`config.mk`:
```
export PLATFORM = sky130hd
export DESIGN_NAME = calc_mode_sequencer
export DESIGN_NICKNAME = d
export VERILOG_FILES = /design/src/rtl/modesel_pkg.sv /design/src/rtl/press_tracker.sv /design/src/rtl/mode_stepper.sv /design/src/rtl/mode_indicator.sv /design/src/rtl/calc_mode_sequencer.sv
export SDC_FILE = /design/constraint.sdc
export NUM_CORES = 1
export LEC_CHECK = 0
export ABC_AREA = 1
export BUFFER_PORTS_ARGS = -buffer_cell sky130_fd_sc_hd__buf_2
export CAP_MARGIN = 0
export CORE_AREA = 4 4 41 43
export CTS_CLUSTER_DIAMETER = 60
export CTS_CLUSTER_SIZE = 25
export DETAILED_ROUTE_END_ITERATION = 12
export DIE_AREA = 0 0 45 47
export PLACE_DENSITY = 0.3
export SLEW_MARGIN = 0
export SYNTH_ARGS = -nofsm -noshare
export SYNTH_HDL_FRONTEND = slang
export SYNTH_SLANG_ARGS = --single-unit
```
`constraint.sdc`:
```
create_clock -name clk -period 1.06 [get_ports clk]
set_clock_uncertainty 0.1 [all_clocks]
set_input_delay 0.053 -clock clk [delete_from_list [all_inputs] [get_ports clk]]
set_output_delay 0.053 -clock clk [all_outputs]
set_load 0.005 [all_outputs]
```
`src/rtl/modesel_pkg.sv`:
```
// Shared definitions for the computation-mode sequencer.
// Assumes a fixed ring of four modes encoded in two bits.
package modesel_pkg;
    localparam int MODE_W    = 2;
    localparam int NUM_MODES = 4;

    typedef enum logic [MODE_W-1:0] {
        MODE_PLAIN = 2'd0,
        MODE_MEAN  = 2'd1,
        MODE_BURST = 2'd2,
        MODE_LPF   = 2'd3
    } calc_mode_e;
endpackage

```
`src/rtl/press_tracker.sv`:
```
// Records a validated press and raises a one-cycle step request when the
// validated release that follows it arrives.
// Assumes: evt_pulse is one cycle wide; pin_high is the settled level
// sampled with it (0 = pressed, 1 = released).
module press_tracker (
    input  logic clk,
    input  logic rst_n,
    input  logic evt_pulse,
    input  logic pin_high,
    output logic step_req
);
    logic armed_q;

    // A release completes a cycle only if a press came before it.
    assign step_req = evt_pulse && pin_high && armed_q;

    // Arm on a validated press; disarm when the cycle completes.
    always_ff @(posedge clk) begin
        if (!rst_n) begin
            armed_q <= 1'b0;
        end else if (step_req) begin
            armed_q <= 1'b0;
        end else if (evt_pulse && !pin_high) begin
            armed_q <= 1'b1;
        end
    end

    AST_ARM_ON_PRESS: assert property (@(posedge clk) disable iff (!rst_n)
        (evt_pulse && !pin_high) |=> armed_q);
    AST_DISARM_AFTER_STEP: assert property (@(posedge clk) disable iff (!rst_n)
        step_req |=> !armed_q);
    AST_STRAY_RELEASE: assert property (@(posedge clk) disable iff (!rst_n)
        (evt_pulse && pin_high && !armed_q) |=> !armed_q);
    AST_IDLE_HOLD: assert property (@(posedge clk) disable iff (!rst_n)
        !evt_pulse |=> $stable(armed_q));
endmodule

```
`src/rtl/mode_stepper.sv`:
```
// Holds the current computation mode and advances it around the ring
// on each step request, wrapping from the last mode to the first.
// Assumes step_req lasts a single cycle per completed switch cycle.
module mode_stepper
    import modesel_pkg::*;
(
    input  logic       clk,
    input  logic       rst_n,
    input  logic       step_req,
    output calc_mode_e mode_q
);
    localparam calc_mode_e FIRST_MODE = MODE_PLAIN;
    localparam calc_mode_e LAST_MODE  = calc_mode_e'(NUM_MODES - 1);

    calc_mode_e mode_next;

    // Next mode in the ring.
    always_comb begin
        if (mode_q == LAST_MODE) begin
            mode_next = FIRST_MODE;
        end else begin
            mode_next = calc_mode_e'(mode_q + MODE_W'(1));
        end
    end

    // Mode register, plain after reset.
    always_ff @(posedge clk) begin
        if (!rst_n) begin
            mode_q <= FIRST_MODE;
        end else if (step_req) begin
            mode_q <= mode_next;
        end
    end

    AST_HOLD_WITHOUT_STEP: assert property (@(posedge clk) disable iff (!rst_n)
        !step_req |=> $stable(mode_q));
    AST_STEP_CHANGES: assert property (@(posedge clk) disable iff (!rst_n)
        step_req |=> (mode_q != $past(mode_q)));
    AST_WRAP_TO_PLAIN: assert property (@(posedge clk) disable iff (!rst_n)
        (step_req && mode_q == MODE_LPF) |=> (mode_q == MODE_PLAIN));
endmodule

```
`src/rtl/mode_indicator.sv`:
```
// Decodes the mode code into the indicator pair and the trigger-rate select.
// Assumes: the indicator pair carries the code directly; FAST_MASK holds one
// bit per mode, set where the 1 ms interval applies.
module mode_indicator
    import modesel_pkg::*;
#(
    parameter logic [NUM_MODES-1:0] FAST_MASK = 4'b1000
) (
    input  logic       clk,
    input  logic       rst_n,
    input  calc_mode_e mode,
    output logic       led_hi,
    output logic       led_lo,
    output logic       rate_fast
);
    logic [NUM_MODES-1:0] hit;

    // One-hot match of the current mode against each ring position.
    generate
        for (genvar i = 0; i < NUM_MODES; i++) begin : g_hit
            assign hit[i] = (mode == calc_mode_e'(i));
        end
    endgenerate

    // Indicator pair shows the code; rate comes from the per-mode mask.
    always_comb begin
        led_hi    = mode[1];
        led_lo    = mode[0];
        rate_fast = |(hit & FAST_MASK);
    end

    always_comb begin
        AST_SINGLE_HIT: assert ($countones(hit) == 1);
    end

    AST_RATE_FOLLOWS_LEDS: assert property (@(posedge clk) disable iff (!rst_n)
        $stable({led_hi, led_lo}) |-> $stable(rate_fast));
endmodule

```
`src/rtl/calc_mode_sequencer.sv`:
```
// Top level: turns validated switch events into a computation-mode ring,
// an indicator pair and a trigger-rate select.
// Assumes the inputs come from a debounce timer in this clock domain.
module calc_mode_sequencer
    import modesel_pkg::*;
#(
    parameter logic [NUM_MODES-1:0] FAST_MASK = 4'b1000
) (
    input  logic       clk,
    input  logic       rst_n,
    input  logic       valid_evt,
    input  logic       sw_level,
    output logic [1:0] mode_code,
    output logic       ind_hi,
    output logic       ind_lo,
    output logic       rate_fast
);
    logic       step_req;
    calc_mode_e mode_q;

    press_tracker u_track (
        .clk       (clk),
        .rst_n     (rst_n),
        .evt_pulse (valid_evt),
        .pin_high  (sw_level),
        .step_req  (step_req)
    );

    mode_stepper u_step (
        .clk      (clk),
        .rst_n    (rst_n),
        .step_req (step_req),
        .mode_q   (mode_q)
    );

    mode_indicator #(.FAST_MASK(FAST_MASK)) u_ind (
        .clk       (clk),
        .rst_n     (rst_n),
        .mode      (mode_q),
        .led_hi    (ind_hi),
        .led_lo    (ind_lo),
        .rate_fast (rate_fast)
    );

    // Expose the code as a plain vector.
    assign mode_code = mode_q;

    AST_IND_MATCH_CODE: assert property (@(posedge clk) disable iff (!rst_n)
        ({ind_hi, ind_lo} == mode_code));
endmodule

```
[Word-level counts from Yosys, hierarchy flattened]
Index checks and enable logic that the tools add are counted.
W data, S select, Z words.
Word-level totals
  flip-flop bits (word level): 3
  bits in latches: 0
  RAM bits: 0
  ROM bits: 0
  bits of input ports: 4
  output and inout port bits: 5
  memories: 0
Operators by class
  add/subtract/negate cells: 1
  multiply operators: 0
  div/mod/pow operators: 0
  order comparisons: 0
  equal/unequal tests: 1
  shift operators: 0
  muxes and demuxes: 1
  bitwise operators: 1
  reduce and logical (&&, ||, !) cells: 5
Operators by type and width (count)
  $logic_and A1 B1 Y1: 3
  $add A2 B1 Y2 const B: 1
  $eq A2 B2 Y1 const B: 1
  $mux W2: 1
  $reduce_or A2 Y1: 1
  $logic_not A1 Y1: 1
  $not A1 Y1: 1

[Logic depth before layout (Yosys ltp)]
  depth after elaboration: 3
  gate-level depth with buffers: 4
  gate-level depth less buffers: 4

[Hierarchy]
Synthesis repeated with hierarchy kept, for this count alone.
Unflattened totals
  cell total of the unflattened synthesis: 24
  area, all modules: 163.9 µm²
By module, submodules not included
  mode_stepper: times used 1, cells an instance 13, area each 96.3 µm², seq. area each 40.0 µm²
  press_tracker: times used 1, cells an instance 7, area each 45.0 µm², seq. area each 20.0 µm²
  mode_indicator: times used 1, cells an instance 4, area each 22.5 µm², seq. area each 0.0 µm²

[Least setup slack after synthesis]
Ideal clock, no wire load.
  path type: reg-to-reg
  start point: register u_step.mode_q[0]
  end point: register u_step.mode_q[1]
  setup time: 0.113 ns
  data arrival time: 0.750 ns
  path slack: 0.097 ns
  stages on the path, launching flop included: 4
  buffers on the path: 0
  cells stage by stage: dfxtp_1 > ha_1 > nor2_1 > nor2_1
On the way
  cells in the longest elaborated chain, start to end: 2
  elaborated cells on any way between the ends: 3
  classes of those cells: add/sub (1); eq/ne (1); mux (1)
Ends and longest elaborated chain
  from (decl): RTL line mode_stepper.sv:10  | output calc_mode_e mode_q
  from (signal assigned): RTL line mode_stepper.sv:31  | mode_q <= mode_next;
  $add A2 B1 Y2 / $eq A2 B2 Y1 (equally long branches): RTL line mode_stepper.sv:22, mode_stepper.sv:19
  $mux W2 (*): RTL line mode_stepper.sv:19  | if (mode_q == LAST_MODE) begin
  via u_step.mode_next[1]: RTL line mode_stepper.sv:15  | calc_mode_e mode_next;
Mark *: on every way through the listed nets, which the timed path passes. The rest lies on a longest branch.
A chain may end at the register's enable or synchronous reset.

[Worst setup path in the final report]
  start point: register u_step.mode_q[0]
  end point: output rate_fast
On the way
  cells in the longest elaborated chain, start to end: 1
Ends and longest elaborated chain
  $eq A2 B2 Y1: RTL line mode_indicator.sv:21  | assign hit[i] = (mode == calc_mode_e'(i));
  to (decl): RTL line calc_mode_sequencer.sv:16  | output logic rate_fast
Every way passes these cells.

==> flow_summary_export.csv <==
group,metric,value,unit
critical_path,critical_path_buf_inv_count,1,
critical_path,slowest_stage,"dfxtp_2",
floorplan,rows,13,
yosys,synth_top_cell_area_share,0.403,
power,power,0.000364,W
routing,drt_iter0_drc,2,
yosys,postSynthCellCount,20,
critical_path,worstSetupPathType,"flop to primary output",
global_routing,grt_usage,0.0450,
critical_path,cp.arrival,0.85,ns
yosys,synth_most_common_cell,"nor2_1",
critical_path,regToRegStartpoint,"u_step.mode_q[0]$_SDFFE_PN0P_",
routing,ant_nets,0,
yosys,synth_seq_cells,3,
power,powerDensity,1390,mW/mm^2
clock_tree,clock-root-buffer,"clkbuf_4",
yosys,synth_top_family_by_area,"simple AND/OR/NAND/NOR gates",
routing,drc,0,
yosys,yosysWarningCount,0,
routing,viasPerCell,3.41,
routing,wl,329,um
floorplan,fp.dieH,47,um
yosys,syn_area,149,um^2
yosys,synth_nets,25,
placement,place_hpwl,260,um
power,p_int,0.000283,W
yosys,synthArstFlopShare,0,
floorplan,pin_count,9,
clock_tree,clock_latency,0.23,ns
power,leakagePower,0.139,nW
power,p_sw_frac,0.223,
yosys,synth_area_leaders,"dfxtp_1 (40%), nor2_1 (13%), buf_4 (10%)",
hold_path,worst_hold_path_type,"flop to flop",
critical_path,r2r_slack,0.10,ns
timing,tns,0,ns
critical_path,worstPathCellList,"ha_2 > buf_2",
finish,final_cells,49,
run,maxCapViolCount,0,
floorplan,die_x,45,um
yosys,synth-adder-area-share,0.0840,
clock_tree,clock_sinks,3,
hold_path,hp-start,"u_step.mode_q[1]$_SDFFE_PN0P_",
yosys,ys_seq_area_frac,0.403,
timing,drv_slew,0,
power,clockPowerShare,0.558,
hold_path,hold_end,"u_step.mode_q[1]$_SDFFE_PN0P_",
power,combPwrFrac,0.102,
power,p_seq_frac,0.340,
yosys,synthMuxAreaShare,0,
global_routing,antenna_found_initial,0,
routing,post_drt_wl_per_cell,6.71,um
yosys,synth_compound_area_frac,0.0672,
timing,final-setup-viol-count,0,
run_status,status,"finished clean",
routing,first_pass_iters,2,
placement,dp_slack,0.0803,ns
yosys,synth_cell_type_count,9,
critical_path,worstSetupEndpointType,"primary output",
clock_tree,htreeDepth,1,
critical_path,required,0.91,ns
yosys,synth-edff-count,0,
timing,maxSlewHeadroom,0.905,
placement,place_inst,41,
timing,fin_crit,1.00,ns
global_routing,grt_max_degree,6,
critical_path,crit_fanout,5,
critical_path,cp_slowest_stage_delay,0.34,ns
yosys,synth_xor_xnor_area_share,0,
finish,nNetsFinal,40,
clock_tree,tritoncts,"yes",
critical_path,reg2reg_depth,3,
floorplan,initial_core_util,0.114,
global_routing,grt_pass1_vias,132,
timing,rsz0062_at_grt,"false",
finish,fin_util,0.201,
timing,tightest_slew,0.140,ns
global_routing,grt_pass1_wl,545,um
clock_tree,cts_buffers,3,
routing,vias,167,
finish,drive_gt1_frac,0.471,
yosys,avgSynthCellArea,7.44,um^2
floorplan,fp.dieArea,0.00212,mm^2
critical_path,r2r_end,"u_step.mode_q[1]$_SDFFE_PN0P_",
critical_path,critPathTopFamily,"flip-flops",
hold_path,whs_path_depth,4,
floorplan,fp.coreArea,0.00130,mm^2
finish,syn_to_final_growth,75.6,%
global_routing,overflow,0,
placement,globalplace.congestion,0.592,
yosys,synth_top_cell_by_area,"dfxtp_1",
placement,io_buffers,8,
power,ir_drop,438,uV
timing,fin_crit_sh,0.947,
timing,setup_ws,0.0559,ns
timing,max_freq,996,MHz
clock_tree,cts.clk_slew.worst_paths,0.04,ns
critical_path,startpoint_type,"flop",
clock_tree,clockBufferDepth,2,
yosys,synthSimpleGateAreaFrac,0.294,
yosys,synthTopCellsByCount,"nor2_1 (5), nand2_1 (4), dfxtp_1 (3)",
yosys,ys.flop_type,"dfxtp_1",
finish,num_antenna_cells,0,
power,power_switching,0.0000810,W
critical_path,critical_path_cell_count,2,
timing,hold_viol_final,0,
==> worst max path at each step <==
stage,startpoint,end,slack [ns]
detailed placement,u_step.mode_q[0]$_SDFFE_PN0P_,u_step.mode_q[1]$_SDFFE_PN0P_,0.08
CTS,u_step.mode_q[1]$_SDFFE_PN0P_,rate_fast,0.007
global route,u_step.mode_q[0]$_SDFFE_PN0P_,rate_fast,0.002
floorplan,u_step.mode_q[0]$_SDFFE_PN0P_,u_step.mode_q[1]$_SDFFE_PN0P_,0.1
global placement,u_step.mode_q[0]$_SDFFE_PN0P_,u_step.mode_q[1]$_SDFFE_PN0P_,0.09
finish,u_step.mode_q[0]$_SDFFE_PN0P_,rate_fast,0.06
==> timing repair <==
action,CTS,global route
setup buffers,0,1
endpoints found under the hold margin,3,0
hold buffers,3,0
endpoints found under the setup margin,1,1
resized for setup,2,1
==> per-layer routing <==
| metal | global-route usage | routed length [um] | part of all wire |
|---|---|---|---|
| met1 | 0.0385 | 129 | 0.39 |
| met2 | 0.0424 | 118 | 0.36 |
| met3 | 0.0498 | 64 | 0.19 |
| met4 | 0.0702 | 16 | 0.049 |
| met5 | 0 | 0 | 0 |
==> registers in the layout, indices dropped and copies added (netlist names) <==
register and flops:
u_track.armed_q 1, u_step.mode_q 2
==> area by class of cell <==
class | instances | area (um^2)
Clock buffer | 4 | 26.3
Timing Repair Buffer | 12 | 77.6
Inverter | 2 | 7.51
Sequential cell | 3 | 62.6
Tap cell | 15 | 18.8
Fill cell | 160 | 1040
Multi-Input combinational cell | 13 | 68.8
==> cells in the final DEF (no fill, tap or decap) <==
cell type / n
o21ai_0: 1
buf_4: 1
nand3_2: 1
clkbuf_4: 3
inv_1: 2
nand2_1: 4
nor2_1: 5
clkbuf_1: 1
buf_2: 8
a21oi_1: 1
dlygate4sd3_1: 3
dfxtp_2: 2
dfxtp_1: 1
ha_2: 1
==> power by group through the flow <==
| stage | logic [W] | registers (W) | clock network [W] |
|---|---|---|---|
| detailed placement | 0.0000270 | 0.000125 | 0 |
| global route | 0.0000428 | 0.000125 | 0.000229 |
| CTS | 0.0000353 | 0.000124 | 0.000216 |
| global placement | 0.0000263 | 0.000125 | 0 |
| floorplan | 0.0000147 | 0.000125 | 0 |
| finish | 0.0000370 | 0.000124 | 0.000203 |
==> per-stage QoR <==
step	hold slack, ns	area [um^2]
floorplan	0.0424	149
global placement	0.159	193
detailed placement	0.172	193
CTS	0.431	251
global route	0.456	262
finish	0.420	262
==> logic make-up (layout without fill, tap and decap cells) <==
| kind of cell | count (synthesis) | count (layout) |
|---|---|---|
| AND/OR/NAND/NOR | 10 | 10 |
| buffers and inverters | 4 | 18 |
| flip-flops | 3 | 3 |
| AO/OA/AOI/OAI | 2 | 2 |
| adder cells (fa/ha/maj) | 1 | 1 |
==> worst register-to-register path, stage by stage (launching register included) <==
cell,delay (ns)
dfxtp_2,0.34
ha_2,0.27
nor2_1,0.10
nor2_1,0.05
(Power assumes the default switching activity.)
